$ cat config.mk
export PLATFORM = sky130hd
export DESIGN_NAME = systmr_top
export DESIGN_NICKNAME = d
export VERILOG_FILES = /design/src/rtl/systmr_pkg.sv /design/src/rtl/systmr_tick.sv /design/src/rtl/systmr_count.sv /design/src/rtl/systmr_flags.sv /design/src/rtl/systmr_top.sv
export SDC_FILE = /design/constraint.sdc
export NUM_CORES = 1
export LEC_CHECK = 0
export BUFFER_PORTS_ARGS = -buffer_cell sky130_fd_sc_hd__buf_2
export CAP_MARGIN = 15
export CORE_MARGIN = 5
export CORE_UTILIZATION = 65
export CTS_CLUSTER_DIAMETER = 100
export DETAILED_ROUTE_END_ITERATION = 7
export GPL_ROUTABILITY_DRIVEN = 1
export MAX_ROUTING_LAYER = met4
export PLACE_DENSITY = 0.85
export SYNTH_ARGS = -nofsm -noshare
export SYNTH_HDL_FRONTEND = slang
export SYNTH_SLANG_ARGS = --single-unit
$ cat constraint.sdc
create_clock -name clk -period 3.52 [get_ports clk]
set_input_delay 0.176 -clock clk [delete_from_list [all_inputs] [get_ports clk]]
set_output_delay 0.176 -clock clk [all_outputs]
set_load 0.1 [all_outputs]
$ cat src/rtl/systmr_pkg.sv
package systmr_pkg;
  localparam int unsigned NUM_CH = 4;
  localparam int unsigned DATA_W = 32;
  localparam int unsigned CNT_W  = 64;
  localparam int unsigned SLOT_LSB = 2;
  localparam int unsigned SLOT_W   = 3;

  typedef enum logic [SLOT_W-1:0] {
    SLOT_STAT = 3'd0,
    SLOT_CLO  = 3'd1,
    SLOT_CHI  = 3'd2,
    SLOT_CMP0 = 3'd3,
    SLOT_CMP1 = 3'd4,
    SLOT_CMP2 = 3'd5,
    SLOT_CMP3 = 3'd6,
    SLOT_NONE = 3'd7
  } slot_e;
endpackage

$ cat src/rtl/systmr_tick.sv
module systmr_tick #(
  parameter int unsigned DIV = 100
) (
  input  logic clk,
  input  logic rst_n,
  output logic tick
);
  localparam int unsigned DW = (DIV > 1) ? $clog2(DIV) : 1;

  generate
    if (DIV <= 1) begin : g_pass
      logic unused_ok;
      assign unused_ok = clk ^ rst_n;
      assign tick = 1'b1;
    end else begin : g_div
      logic [DW-1:0] div_q;
      always_ff @(posedge clk or negedge rst_n) begin
        if (!rst_n)    div_q <= '0;
        else if (tick) div_q <= '0;
        else           div_q <= div_q + 1'b1;
      end
      assign tick = (div_q == DW'(DIV - 1));

      AST_TICK_SPACED: assert property (@(posedge clk) disable iff (!rst_n)
        tick |=> !tick) else $error("tick repeated");
    end
  endgenerate
endmodule

$ cat src/rtl/systmr_count.sv
module systmr_count #(
  parameter int unsigned CNT_W = 64
) (
  input  logic             clk,
  input  logic             rst_n,
  input  logic             tick,
  output logic [CNT_W-1:0] cnt,
  output logic             upd
);
  always_ff @(posedge clk or negedge rst_n) begin
    if (!rst_n) begin
      cnt <= '0;
      upd <= 1'b0;
    end else begin
      if (tick) cnt <= cnt + 1'b1;
      upd <= tick;
    end
  end

  AST_CNT_STEP: assert property (@(posedge clk) disable iff (!rst_n)
    tick |=> (cnt == $past(cnt) + 1'b1)) else $error("count step");
  AST_CNT_HOLD: assert property (@(posedge clk) disable iff (!rst_n)
    !tick |=> $stable(cnt)) else $error("count moved");
endmodule

$ cat src/rtl/systmr_flags.sv
module systmr_flags #(
  parameter int unsigned NUM_CH = 4,
  parameter int unsigned DATA_W = 32
) (
  input  logic                          clk,
  input  logic                          rst_n,
  input  logic                          upd,
  input  logic [DATA_W-1:0]             cnt_lo,
  input  logic [NUM_CH-1:0]             cmp_we,
  input  logic [DATA_W-1:0]             wdata,
  input  logic [NUM_CH-1:0]             clr,
  output logic [NUM_CH-1:0][DATA_W-1:0] cmp,
  output logic [NUM_CH-1:0]             flags
);
  genvar i;
  generate
    for (i = 0; i < NUM_CH; i++) begin : g_ch
      logic hit;
      assign hit = upd && (cnt_lo == cmp[i]);

      always_ff @(posedge clk or negedge rst_n) begin
        if (!rst_n) begin
          cmp[i]   <= '0;
          flags[i] <= 1'b0;
        end else begin
          if (cmp_we[i]) cmp[i] <= wdata;
          flags[i] <= hit | (flags[i] & ~clr[i]);
        end
      end

      AST_FLAG_RISE: assert property (@(posedge clk) disable iff (!rst_n)
        $rose(flags[i]) |-> $past(upd)) else $error("flag rose off update");
      AST_CLR_TAKES: assert property (@(posedge clk) disable iff (!rst_n)
        (clr[i] && !upd) |=> !flags[i]) else $error("clear lost");
      AST_SET_WINS: assert property (@(posedge clk) disable iff (!rst_n)
        (upd && cnt_lo == cmp[i]) |=> flags[i]) else $error("set lost");
    end
  endgenerate
endmodule

$ cat src/rtl/systmr_top.sv
module systmr_top
  import systmr_pkg::*;
#(
  parameter int unsigned CLK_HZ = 100_000_000,
  parameter int unsigned ADDR_W = 5
) (
  input  logic              clk,
  input  logic              rst_n,
  input  logic [ADDR_W-1:0] bus_addr,
  input  logic              bus_wr,
  input  logic [31:0]       bus_wdata,
  input  logic              bus_rd,
  output logic [31:0]       bus_rdata,
  output logic [3:0]        irq
);
  localparam int unsigned DIV = CLK_HZ / 1_000_000;
  localparam int unsigned HI_LSB = SLOT_LSB + SLOT_W;

  logic                          tick, upd;
  logic [CNT_W-1:0]              cnt;
  logic [NUM_CH-1:0][DATA_W-1:0] cmp;
  logic [NUM_CH-1:0]             flags, cmp_we, clr;
  logic                          in_map;
  slot_e                         slot;
  logic [DATA_W-1:0]             rd_mux;

  systmr_tick #(.DIV(DIV)) u_tick (.clk(clk), .rst_n(rst_n), .tick(tick));

  systmr_count #(.CNT_W(CNT_W)) u_count (
    .clk(clk), .rst_n(rst_n), .tick(tick), .cnt(cnt), .upd(upd));

  systmr_flags #(.NUM_CH(NUM_CH), .DATA_W(DATA_W)) u_flags (
    .clk(clk), .rst_n(rst_n), .upd(upd), .cnt_lo(cnt[DATA_W-1:0]),
    .cmp_we(cmp_we), .wdata(bus_wdata), .clr(clr), .cmp(cmp), .flags(flags));

  assign in_map = ((bus_addr >> HI_LSB) == '0);
  assign slot   = slot_e'(bus_addr[HI_LSB-1:SLOT_LSB]);

  always_comb begin
    for (int k = 0; k < NUM_CH; k++)
      cmp_we[k] = bus_wr && in_map && (slot == slot_e'(SLOT_W'(int'(SLOT_CMP0) + k)));
    clr = (bus_wr && in_map && slot == SLOT_STAT) ? bus_wdata[NUM_CH-1:0] : '0;
  end

  always_comb begin
    rd_mux = '0;
    if (in_map) begin
      case (slot)
        SLOT_STAT: rd_mux = {{(DATA_W-NUM_CH){1'b0}}, flags};
        SLOT_CLO:  rd_mux = cnt[DATA_W-1:0];
        SLOT_CHI:  rd_mux = cnt[CNT_W-1:DATA_W];
        SLOT_CMP0: rd_mux = cmp[0];
        SLOT_CMP1: rd_mux = cmp[1];
        SLOT_CMP2: rd_mux = cmp[2];
        SLOT_CMP3: rd_mux = cmp[3];
        default:   rd_mux = '0;
      endcase
    end
  end

  always_ff @(posedge clk or negedge rst_n) begin
    if (!rst_n)      bus_rdata <= '0;
    else if (bus_rd) bus_rdata <= rd_mux;
  end

  assign irq = flags;

  AST_RSV_ZERO: assert property (@(posedge clk) disable iff (!rst_n)
    (bus_rd && in_map && slot == SLOT_STAT) |=> (bus_rdata[31:4] == '0))
    else $error("reserved bits set");
  AST_RDATA_HOLD: assert property (@(posedge clk) disable iff (!rst_n)
    !bus_rd |=> $stable(bus_rdata)) else $error("rdata moved");
  AST_CNT_RO: assert property (@(posedge clk) disable iff (!rst_n)
    (bus_wr && !tick) |=> $stable(cnt)) else $error("count written");
  AST_IRQ_LEVEL: assert property (@(posedge clk) disable iff (!rst_n)
    $rose(irq[0]) |-> $past(upd)) else $error("irq rose off update");
endmodule

==> flow_metrics.tcl, run 1 <==
set metrics [dict create \
    status "finished clean" \
    synthToLayoutAreaGrowth_pct 13.5 \
    power_frac_seq 0.447 \
    synth_cell_type_count 47 \
    stdcell_count 1414 \
    clk_path_buf_depth 3 \
    p_sw_mw 2.57 \
    crit_end "u_count.cnt[53]" \
    htree_levels 1 \
    cts-root-buf "clkbuf_16" \
    start_util 0.657 \
    fin_setup_tns_ns 0 \
    synth_area_mm2 0.0122 \
    cts.sinks 236 \
    worstPathArrival_ns 3.31 \
    place_congestion 1.01 \
    cp_max_fo 15 \
    synth-edff-count 0 \
    ys.flop_type "dfrtp_1" \
    p_int_mw 5.26 \
    viasPerCell 6.85 \
    p_clk_frac 0.334 \
    track_usage 0.349 \
    rr_worst_depth 6 \
    period_minus_slack_ns 2.87 \
    grt-ovfl-total 0 \
    p_per_area_mw_per_mm2 565 \
    finalClockSkew_ns 0.0214 \
    period_share 0.815 \
    clk_latency_ns 0.53 \
    drtAntennaViolNets 0 \
    hold_viol_final 0 \
    wirelength_mm 36.5 \
    ys_ff_latch 236 \
    drt_iter0_drc 1282 \
    dpl.hpwl_mm 24.8 \
    synth_fp_nets 1128 \
    critPathLaunch "u_count.cnt[10]" \
    relSlewSlack 0.231 \
    max_freq_mhz 348 \
    yosysTopAreaCell "dfrtp_1" \
    setup_viol 0 \
    tightest_slew_ns 1.15 \
    r2r_end "u_count.cnt[53]" \
    die-area_mm2 0.0216 \
    swShare 0.328 \
    synthCells 1085 \
    maxSlewViolCount 0 \
    wl_per_cell_um 25.8 \
    grt_pass1_wl_mm 57.2 \
    reg2reg_from "u_count.cnt[10]" \
    grt_pass1_vias 9696 \
    irDropWorstVdd_mv 0.291 \
    r2r_slack_ns 0.65 \
    die_x_um 147 \
    maxCapViolations 0 \
    startpoint_type "register" \
    p_leak_nw 6.12 \
    vias 9683 \
    synth_area_leaders "dfrtp_1 48%, mux2_2 12%, xnor2_1 7.2%" \
    antenna_found_initial 1 \
    coreArea_mm2 0.0186 \
    async_reset_ff_frac 1.00 \
    synth.most_common_cell "dfrtp_1" \
    drc 0 \
    die_h_um 147 \
    dp.cells 1336 \
    ys_seq_area_frac 0.484 \
    cts_made_buffers 25 \
    num_rows 50 \
    rsz0062_at_grt "false" \
    yosysWarnings 0 \
    worstSetupPathType "register to register" \
    path_clk_slew_ns 0.06 \
    cts_setup_buffers 0 \
    hold_path.class "input port to register" \
    io_buffers 74 \
    grt_start_max_net_pins 103 \
    ios 77 \
    synth_common_cells "236 x dfrtp_1, 129 x mux2_2, 100 x xnor2_1" \
    end_kind "register" \
    drive_gt1_frac 0.251 \
    first_pass_iters 6 \
    syn_area_per_cell_um2 11.3 \
    crit_required_ns 3.96 \
    synth_top_area_frac 0.484 \
    final_nets 1205 \
    cts_resized 0 \
    comb_power_share 0.219 \
    cts_tree "done" \
]
## critical path, stage by stage, from the launching register on
cell and delay (ns):
dfrtp_1 0.60, nand3_2 0.26, nor4_4 0.59, nand4_2 0.45
buf_4 0.37, nor4_1 0.33, xor2_1 0.18
## metrics by stage
step | instance area [µm²] | hold WS (ns) | worst slack (ns) | utilization | power, mW
6_report | 13900 | 0.185 | 0.650 | 0.746 | 7.83
5_1_grt | 13900 | 0.220 | 0.531 | 0.746 | 8.09
4_1_cts | 13800 | 0.158 | 0.751 | 0.745 | 7.80
3_5_place_dp | 12700 | 0.270 | 0.850 | 0.684 | 5.16
3_3_place_gp | 12700 | 0.270 | 0.882 | 0.684 | 5.11
2_1_floorplan | 12200 | -0.120 | 1.47 | - | 4.62
## layout make-up
type | instances | area (µm²)
Antenna cell | 1 | 2.50
Clock buffer | 34 | 699
Clock inverter | 10 | 106
Fill cell | 1161 | 4730
Inverter | 46 | 173
Multi-Input combinational cell | 721 | 5760
Sequential cell | 236 | 5910
Tap cell | 234 | 293
Timing Repair Buffer | 132 | 911
## repair_timing
| action | CTS | global route |
|---|---|---|
| setup endpoints to repair | 0 | 0 |
| hold buffers | 33 | 0 |
| hold endpoints to repair | 230 | 0 |
## per-layer routing
layer  part of all wire  GRT usage  vias to the layer above  routed length [µm]
met5                  0          -                        -                   0
met4              0.062      0.164                        0                2270
met3              0.096     0.0691                      159                3520
met2               0.46      0.536                      660               16900
met1               0.38      0.451                     4817               13800
li1                   -          -                     4047                   -
## worst min path at each step
stage,start,to,slack (ns),depth (start not counted)
5_1_grt,bus_addr[3],bus_rdata[3],0.22,3
6_report,bus_addr[2],bus_rdata[0],0.19,4
3_3_place_gp,rst_n,u_flags.cmp[105],0.27,1
2_1_floorplan,rst_n,bus_rdata[0],-0.12,0
3_5_place_dp,rst_n,u_flags.cmp[105],0.27,1
4_1_cts,bus_addr[2],bus_rdata[0],0.16,4
## power groups by stage
stage	sequential (mW)	combinational, mW	clock (mW)
after global routing	3.54	1.80	2.75
final	3.50	1.72	2.61
after global placement	3.50	1.62	0
after CTS	3.48	1.69	2.62
after floorplan	3.86	0.756	0
after detailed placement	3.52	1.64	0
## logic make-up (layout without fill, tap and decap cells)
group,after synthesis,after routing,synth area share
other cells,0,1,0
compound gates,140,140,0.0837
flops,236,236,0.484
xor+xnor,190,190,0.136
simple gates,254,254,0.124
mux,135,135,0.125
buf+inv,128,222,0.0455
fa+ha+maj,2,2,0.00205
## cell usage in the layout, fill, tap and decap left out, types with 32 or more instances in the layout
master         count
buf_2             73
dfrtp_1          236
xnor2_1          100
o22ai_1           33
inv_1             46
nand4_1           36
nand2_1           75
xor2_1            90
a221oi_1          32
mux2_2           129
dlygate4sd3_1     33
a22oi_1           60
## flip-flops by register name, indices dropped and copies added, names as in the netlist
| signal | cells |
|---|---|
| bus_rdata | 32 |
| u_count.cnt | 64 |
| u_flags.cmp | 128 |
| u_flags.flags | 4 |
| u_count.upd | 1 |
| u_tick.g_div.div_q | 7 |
Note: power is estimated with default switching activity, not from simulation.
==> inputs of run 2 (changes only) <==
--- a/config.mk
+++ b/config.mk
@@ -5,15 +5,16 @@
 export SDC_FILE = /design/constraint.sdc
 export NUM_CORES = 1
 export LEC_CHECK = 0
+export ABC_AREA = 1
 export BUFFER_PORTS_ARGS = -buffer_cell sky130_fd_sc_hd__buf_2
 export CAP_MARGIN = 15
 export CORE_MARGIN = 5
-export CORE_UTILIZATION = 65
+export CORE_UTILIZATION = 62
 export CTS_CLUSTER_DIAMETER = 100
 export DETAILED_ROUTE_END_ITERATION = 7
 export GPL_ROUTABILITY_DRIVEN = 1
 export MAX_ROUTING_LAYER = met4
-export PLACE_DENSITY = 0.85
+export PLACE_DENSITY = 0.81
 export SYNTH_ARGS = -nofsm -noshare
 export SYNTH_HDL_FRONTEND = slang
 export SYNTH_SLANG_ARGS = --single-unit
==> constraint.sdc (replaced) <==
create_clock -name clk -period 2.8 [get_ports clk]
set_input_delay 0.14 -clock clk [delete_from_list [all_inputs] [get_ports clk]]
set_output_delay 0.14 -clock clk [all_outputs]
set_load 0.1 [all_outputs]
==> flow_metrics.tcl, run 2 <==
set metrics [dict create \
    p_int_mw 6.71 \
    fill_cells 1752 \
    cp.depth 9 \
    r2r_end "u_count.cnt[54]" \
    htree_levels 1 \
    drt_iter0_drc 2011 \
    status "finished clean" \
    coreArea_mm2 0.0217 \
    critPathTopFamily "simple AND/OR/NAND/NOR gates" \
    irDropWorstVdd_mv 0.618 \
    dpl.hpwl_mm 39.0 \
    max_freq_mhz 462 \
    synthToLayoutAreaGrowth_pct 13.7 \
    drtAntennaViolNets 0 \
    crit_required_ns 3.29 \
    tightest_slew_ns 0.647 \
    swShare 0.346 \
    num_rows 54 \
    crit_chain "ha_1, nand2_1, nor2_4, nand2_1, nor2_1, nand4_1, nand2_1, nand2_1, inv_1" \
    die-area_mm2 0.0250 \
    hold_path.class "input port to register" \
    finalClockSkew_ns 0.0172 \
    async_reset_ff_frac 1.00 \
    rr_worst_depth 9 \
    io_buffers 74 \
    crit_path_frequent_cell "nand2_1" \
    cts.sinks 236 \
    cts-hold-fix-buffers 33 \
    r2r_slack_ns 0.63 \
    layout_commonest_cell "nand2_1" \
    p_per_area_mw_per_mm2 664 \
    rsz0062_at_grt "false" \
    reg2reg_from "u_tick.g_div.div_q[0]" \
    ys_seq_area_frac 0.434 \
    first_pass_iters 6 \
    final_nets 2013 \
    synthCells 1893 \
    ff_latch_area_mm2 0.00591 \
    cts-root-buf "clkbuf_16" \
    synth.most_common_cell "nand2_1" \
    comb_power_share 0.211 \
    synth_common_cells "599 x nand2_1, 236 x dfrtp_1, 232 x inv_1" \
    start_util 0.627 \
    clk_path_buf_depth 3 \
    cp_max_fo 18 \
    synth_area_leaders "dfrtp_1 43%, nand2_1 17%, inv_1 6.4%" \
    synth-edff-count 0 \
    path_clk_slew_ns 0.06 \
    p_clk_frac 0.371 \
    antenna_found_initial 1 \
    wirelength_mm 53.6 \
    maxCapViolations 0 \
    p_leak_nw 7.46 \
    critPathMaxStageDelay_ns 0.42 \
    yosysTopAreaCell "dfrtp_1" \
    synth_cell_type_count 40 \
    viasPerCell 6.14 \
    relSlewSlack 0.567 \
    total_power_mw 10.3 \
    synth_area_mm2 0.0136 \
    crit_slowest_cell "nor2_4" \
    worstPathArrival_ns 2.65 \
    die_h_um 158 \
    maxSlewViolCount 0 \
    grt_pass1_vias 13400 \
    critPathBufInv 1 \
    ys_ff_latch 236 \
    final_cell_mix "599 x nand2_1, 236 x dfrtp_1, 232 x inv_1, 183 x nor2_1, 157 x o21ai_0" \
    largest-register "u_flags.cmp" \
    end_kind "register" \
    fin_setup_tns_ns 0 \
    drc 0 \
    synth_top_area_frac 0.434 \
    crit_end "u_count.cnt[54]" \
    wl_per_cell_um 23.6 \
    ys.flop_type "dfrtp_1" \
    drive_gt1_frac 0.103 \
    p_sw_mw 3.55 \
    cts_resized 0 \
    timing.hold.ws_ns 0.0929 \
    multi_input_area_mm2 0.00635 \
    cts_tree "done" \
    grt-ovfl-total 0 \
    ios 77 \
    cts_setup_buffers 0 \
    top_regs "u_flags.cmp (128), u_count.cnt (64), bus_rdata (32)" \
    grt_start_max_net_pins 74 \
    vias 13900 \
    setup_viol 0 \
    hold_viol_final 0 \
    syn_area_per_cell_um2 7.18 \
    grt_pass1_wl_mm 79.7 \
    critPathLaunch "u_tick.g_div.div_q[0]" \
    power_frac_seq 0.418 \
    track_usage 0.442 \
    period_share 0.773 \
    cts_made_buffers 26 \
    startpoint_type "register" \
    period_minus_slack_ns 2.17 \
    die_x_um 158 \
    clk_latency_ns 0.55 \
    largest_register_ffs 128 \
    place_congestion 1.07 \
    worstSetupPathType "register to register" \
    yosysWarnings 0 \
    synth_fp_nets 1936 \
]
## run 2: cell count changes in the layout (fill, tap and decap cells not counted), sizes merged, moves of 12 or more
cell	change
nand2	+538
inv	+199
nor2	+194
o21ai	+167
mux2	-130
xnor2	-87
nand3	+61
a22oi	-60
xor2	-37
nor4	-35
a221oi	-32
o22ai	+26
nand4	+13
a31oi	+12
## run 2: tightest hold or removal path, stage by stage
cell,delay (ns)
buf_2,0.15
nand3_2,0.19
o21ai_0,0.10
## run 2: routing by layer
layer / up-vias / wire [µm] / track usage
li1: 6160 / - / -
met1: 6577 / 19800 / 0.548
met2: 979 / 23600 / 0.667
met3: 232 / 6370 / 0.105
met4: 0 / 3830 / 0.248
met5: - / 0 / -
## run 2: power groups by stage
stage,Clock (mW),Sequential (mW),Combinational [mW]
after CTS,3.78,4.25,2.10
after detailed placement,0,4.30,2.05
final,3.81,4.28,2.16
after floorplan,0,4.68,0.933
after global placement,0,4.30,2.00
after global routing,3.93,4.32,2.31
## run 2: cell families after synthesis
group	after synthesis	share of synthesized area
AOI/OAI and AO/OA	268	0.107
xor gates and xnor gates	66	0.0425
buffers and inverters	326	0.0983
adders and majority gates	2	0.00184
DFF	236	0.434
and+or+nand+nor	995	0.316
## run 2: layout make-up
class,instances,share of cell area
multi-input combinational,1331,0.411
sequential,236,0.382
timing repair buffer,129,0.0631
inverter,246,0.0599
clock buffer,32,0.0469
tap,280,0.0227
clock inverter,16,0.0142
antenna,1,0.000162
## run 2: how the worst min path moves through the flow
stage | endpoint | from | slack [ns] | cells after the start
final | u_flags.cmp[62] | bus_wr | 0.09 | 3
after global routing | u_flags.cmp[62] | bus_wr | 0.12 | 3
after CTS | u_flags.cmp[62] | bus_wr | 0.09 | 3
after detailed placement | u_tick.g_div.div_q[6] | rst_n | 0.15 | 1
after global placement | u_tick.g_div.div_q[3] | rst_n | 0.14 | 1
after floorplan | bus_rdata[0] | rst_n | -0.16 | 0
## run 2: per-stage QoR
stage,instance area (µm²),instances,util,setup slack (ns)
finish,15500,2271,0.713,0.635
global placement,14200,2188,0.653,0.651
CTS,15400,2269,0.712,0.670
detailed placement,14200,2188,0.653,0.616
global route,15500,2271,0.713,0.564
floorplan,13600,1893,-,1.25
==> inputs of run 3 (changes only) <==
--- a/config.mk
+++ b/config.mk
@@ -5,16 +5,16 @@
 export SDC_FILE = /design/constraint.sdc
 export NUM_CORES = 1
 export LEC_CHECK = 0
-export ABC_AREA = 1
+export ABC_AREA = 0
 export BUFFER_PORTS_ARGS = -buffer_cell sky130_fd_sc_hd__buf_2
 export CAP_MARGIN = 15
 export CORE_MARGIN = 5
-export CORE_UTILIZATION = 62
+export CORE_UTILIZATION = 61
 export CTS_CLUSTER_DIAMETER = 100
 export DETAILED_ROUTE_END_ITERATION = 7
 export GPL_ROUTABILITY_DRIVEN = 1
 export MAX_ROUTING_LAYER = met4
-export PLACE_DENSITY = 0.81
+export PLACE_DENSITY = 0.8
 export SYNTH_ARGS = -nofsm -noshare
 export SYNTH_HDL_FRONTEND = slang
 export SYNTH_SLANG_ARGS = --single-unit
==> constraint.sdc (replaced) <==
create_clock -name clk -period 2.1 [get_ports clk]
set_input_delay 0.105 -clock clk [delete_from_list [all_inputs] [get_ports clk]]
set_output_delay 0.105 -clock clk [all_outputs]
set_load 0.1 [all_outputs]
==> flow_metrics.tcl, run 3 (synthesized netlist as in run 1, its figures left out) <==
set metrics [dict create \
    swShare 0.322 \
    fin_setup_tns_ns -0.0552 \
    wirelength_mm 38.4 \
    drc 0 \
    status "finished with violations" \
    startpoint_type "register" \
    critPathMaxStageDelay_ns 0.54 \
    end_kind "register" \
    p_clk_frac 0.346 \
    antenna_found_initial 0 \
    total_power_mw 13.5 \
    rr_worst_depth 6 \
    relSlewSlack 0.572 \
    ios 77 \
    clk_path_buf_depth 3 \
    layout_commonest_cell "dfrtp_1" \
    p_leak_nw 6.69 \
    dp.cells 1432 \
    largest-register "u_flags.cmp" \
    synthToLayoutAreaGrowth_pct 21.1 \
    setup_ws_ns -0.0552 \
    cts-root-buf "clkbuf_16" \
    cts_made_buffers 26 \
    power_frac_seq 0.436 \
    p_int_mw 9.12 \
    grt_pass1_wl_mm 59.3 \
    drive_gt1_frac 0.308 \
    tightest_slew_ns 0.636 \
    die-area_mm2 0.0229 \
    worstSetupPathType "register to register" \
    cp_max_fo 7 \
    htree_levels 1 \
    stdcell_count 1516 \
    dpl.hpwl_mm 26.1 \
    reg2reg_from "u_count.cnt[3]" \
    violations "negative setup slack" \
    largest_register_ffs 128 \
    irDropWorstVdd_mv 0.571 \
    start_util 0.623 \
    rsz0062_at_grt "true" \
    setup_viol 1 \
    grt_pass1_vias 9913 \
    worstPathArrival_ns 2.61 \
    wl_per_cell_um 25.3 \
    maxCapViolations 0 \
    coreArea_mm2 0.0196 \
    maxSlewViolCount 0 \
    cts_tree "done" \
    top_regs "u_flags.cmp (128), u_count.cnt (64), bus_rdata (32)" \
    hold_path.class "input port to asynchronous set/reset pin" \
    final_core_util 0.754 \
    track_usage 0.353 \
    critPathTopFamily "simple AND/OR/NAND/NOR gates" \
    first_pass_iters 5 \
    final_cell_mix "235 x dfrtp_1, 129 x mux2_2, 100 x xnor2_1, 90 x xor2_1, 84 x buf_4" \
    drtAntennaViolNets 0 \
    critPathBufInv 1 \
    period_share 1.03 \
    p_sw_mw 4.34 \
    comb_power_share 0.219 \
    place_congestion 0.989 \
    crit_slowest_cell "or4_4" \
    grt_start_max_net_pins 61 \
    period_minus_slack_ns 2.16 \
    vias 9867 \
    grt-ovfl-total 0 \
    finalClockSkew_ns 0.0145 \
    crit_chain "nand3_4, or3_1, or4_4, buf_12, nor4_4, xor2_1" \
    viasPerCell 6.51 \
    io_buffers 74 \
    r2r_slack_ns -0.06 \
    die_x_um 151 \
    path_clk_slew_ns 0.06 \
    hold_viol_final 0 \
    max_freq_mhz 464 \
    r2r_end "u_count.cnt[44]" \
    final_nets 1277 \
    clk_latency_ns 0.53 \
    crit_required_ns 2.56 \
    cts.sinks 236 \
    num_rows 51 \
    p_per_area_mw_per_mm2 910 \
    antenna_cells 0 \
    die_h_um 151 \
    drt_iter0_drc 1035 \
]
==> run 3: layout make-up <==
class	instances	area, µm²
fillers	1259	4810
multi-input cells	721	5920
clock buffers	39	791
clock inverters	6	80.1
flip-flops and latches	236	5910
inverters	46	173
repair buffers	203	1580
well taps	265	332
==> run 3: worst reg2reg max path, delay by kind of cell (launching register included) <==
kind          cells  cell delay (ns)
flops             1             0.42
xor+xnor          1             0.16
buf+inv           1             0.17
simple gates      4             1.33
==> run 3: repair_timing <==
action | CTS | global route
setup buffers | 1 | 7
hold buffers | 33 | 0
setup endpoints to repair | 16 | 34
hold endpoints to repair | 368 | 0
pin swaps | 2 | 12
gates resized for setup | 8 | 21
==> run 3: how the worst max path moves through the flow <==
stage	startpoint	depth (start not counted)	endpoint
final	u_count.cnt[3]	6	u_count.cnt[44]
after global routing	u_tick.g_div.div_q[0]	7	u_count.cnt[44]
after CTS	u_tick.g_div.div_q[0]	7	u_count.cnt[52]
after detailed placement	u_tick.g_div.div_q[0]	7	u_count.cnt[56]
after global placement	u_tick.g_div.div_q[0]	7	u_count.cnt[52]
after floorplan	u_tick.g_div.div_q[0]	7	u_count.cnt[59]
==> run 3: per-layer routing <==
layer  vias up  share of wire  track usage
met5         -              0            -
met1      5005           0.39        0.464
li1       4198              -            -
met3       125          0.088       0.0571
met4         0          0.048        0.143
met2       539           0.48        0.552
==> run 3: power groups by stage <==
stage / clock network, mW / registers [mW] / logic [mW]
4_1_cts: 4.67 / 5.83 / 2.91
5_1_grt: 4.87 / 5.93 / 3.10
3_3_place_gp: 0 / 5.85 / 2.78
2_1_floorplan: 0 / 6.47 / 1.27
6_report: 4.65 / 5.86 / 2.94
3_5_place_dp: 0 / 5.89 / 2.83
==> run 3: per-stage QoR <==
stage | setup slack, ns | cell area, µm² | hold slack [ns]
5_1_grt | -0.141 | 14800 | 0.112
6_report | -0.0552 | 14800 | 0.0751
3_3_place_gp | -0.0780 | 13400 | 0.0260
3_5_place_dp | -0.164 | 13400 | 0.0325
4_1_cts | -0.0115 | 14600 | 0.0661
2_1_floorplan | 0.0513 | 12200 | -0.191
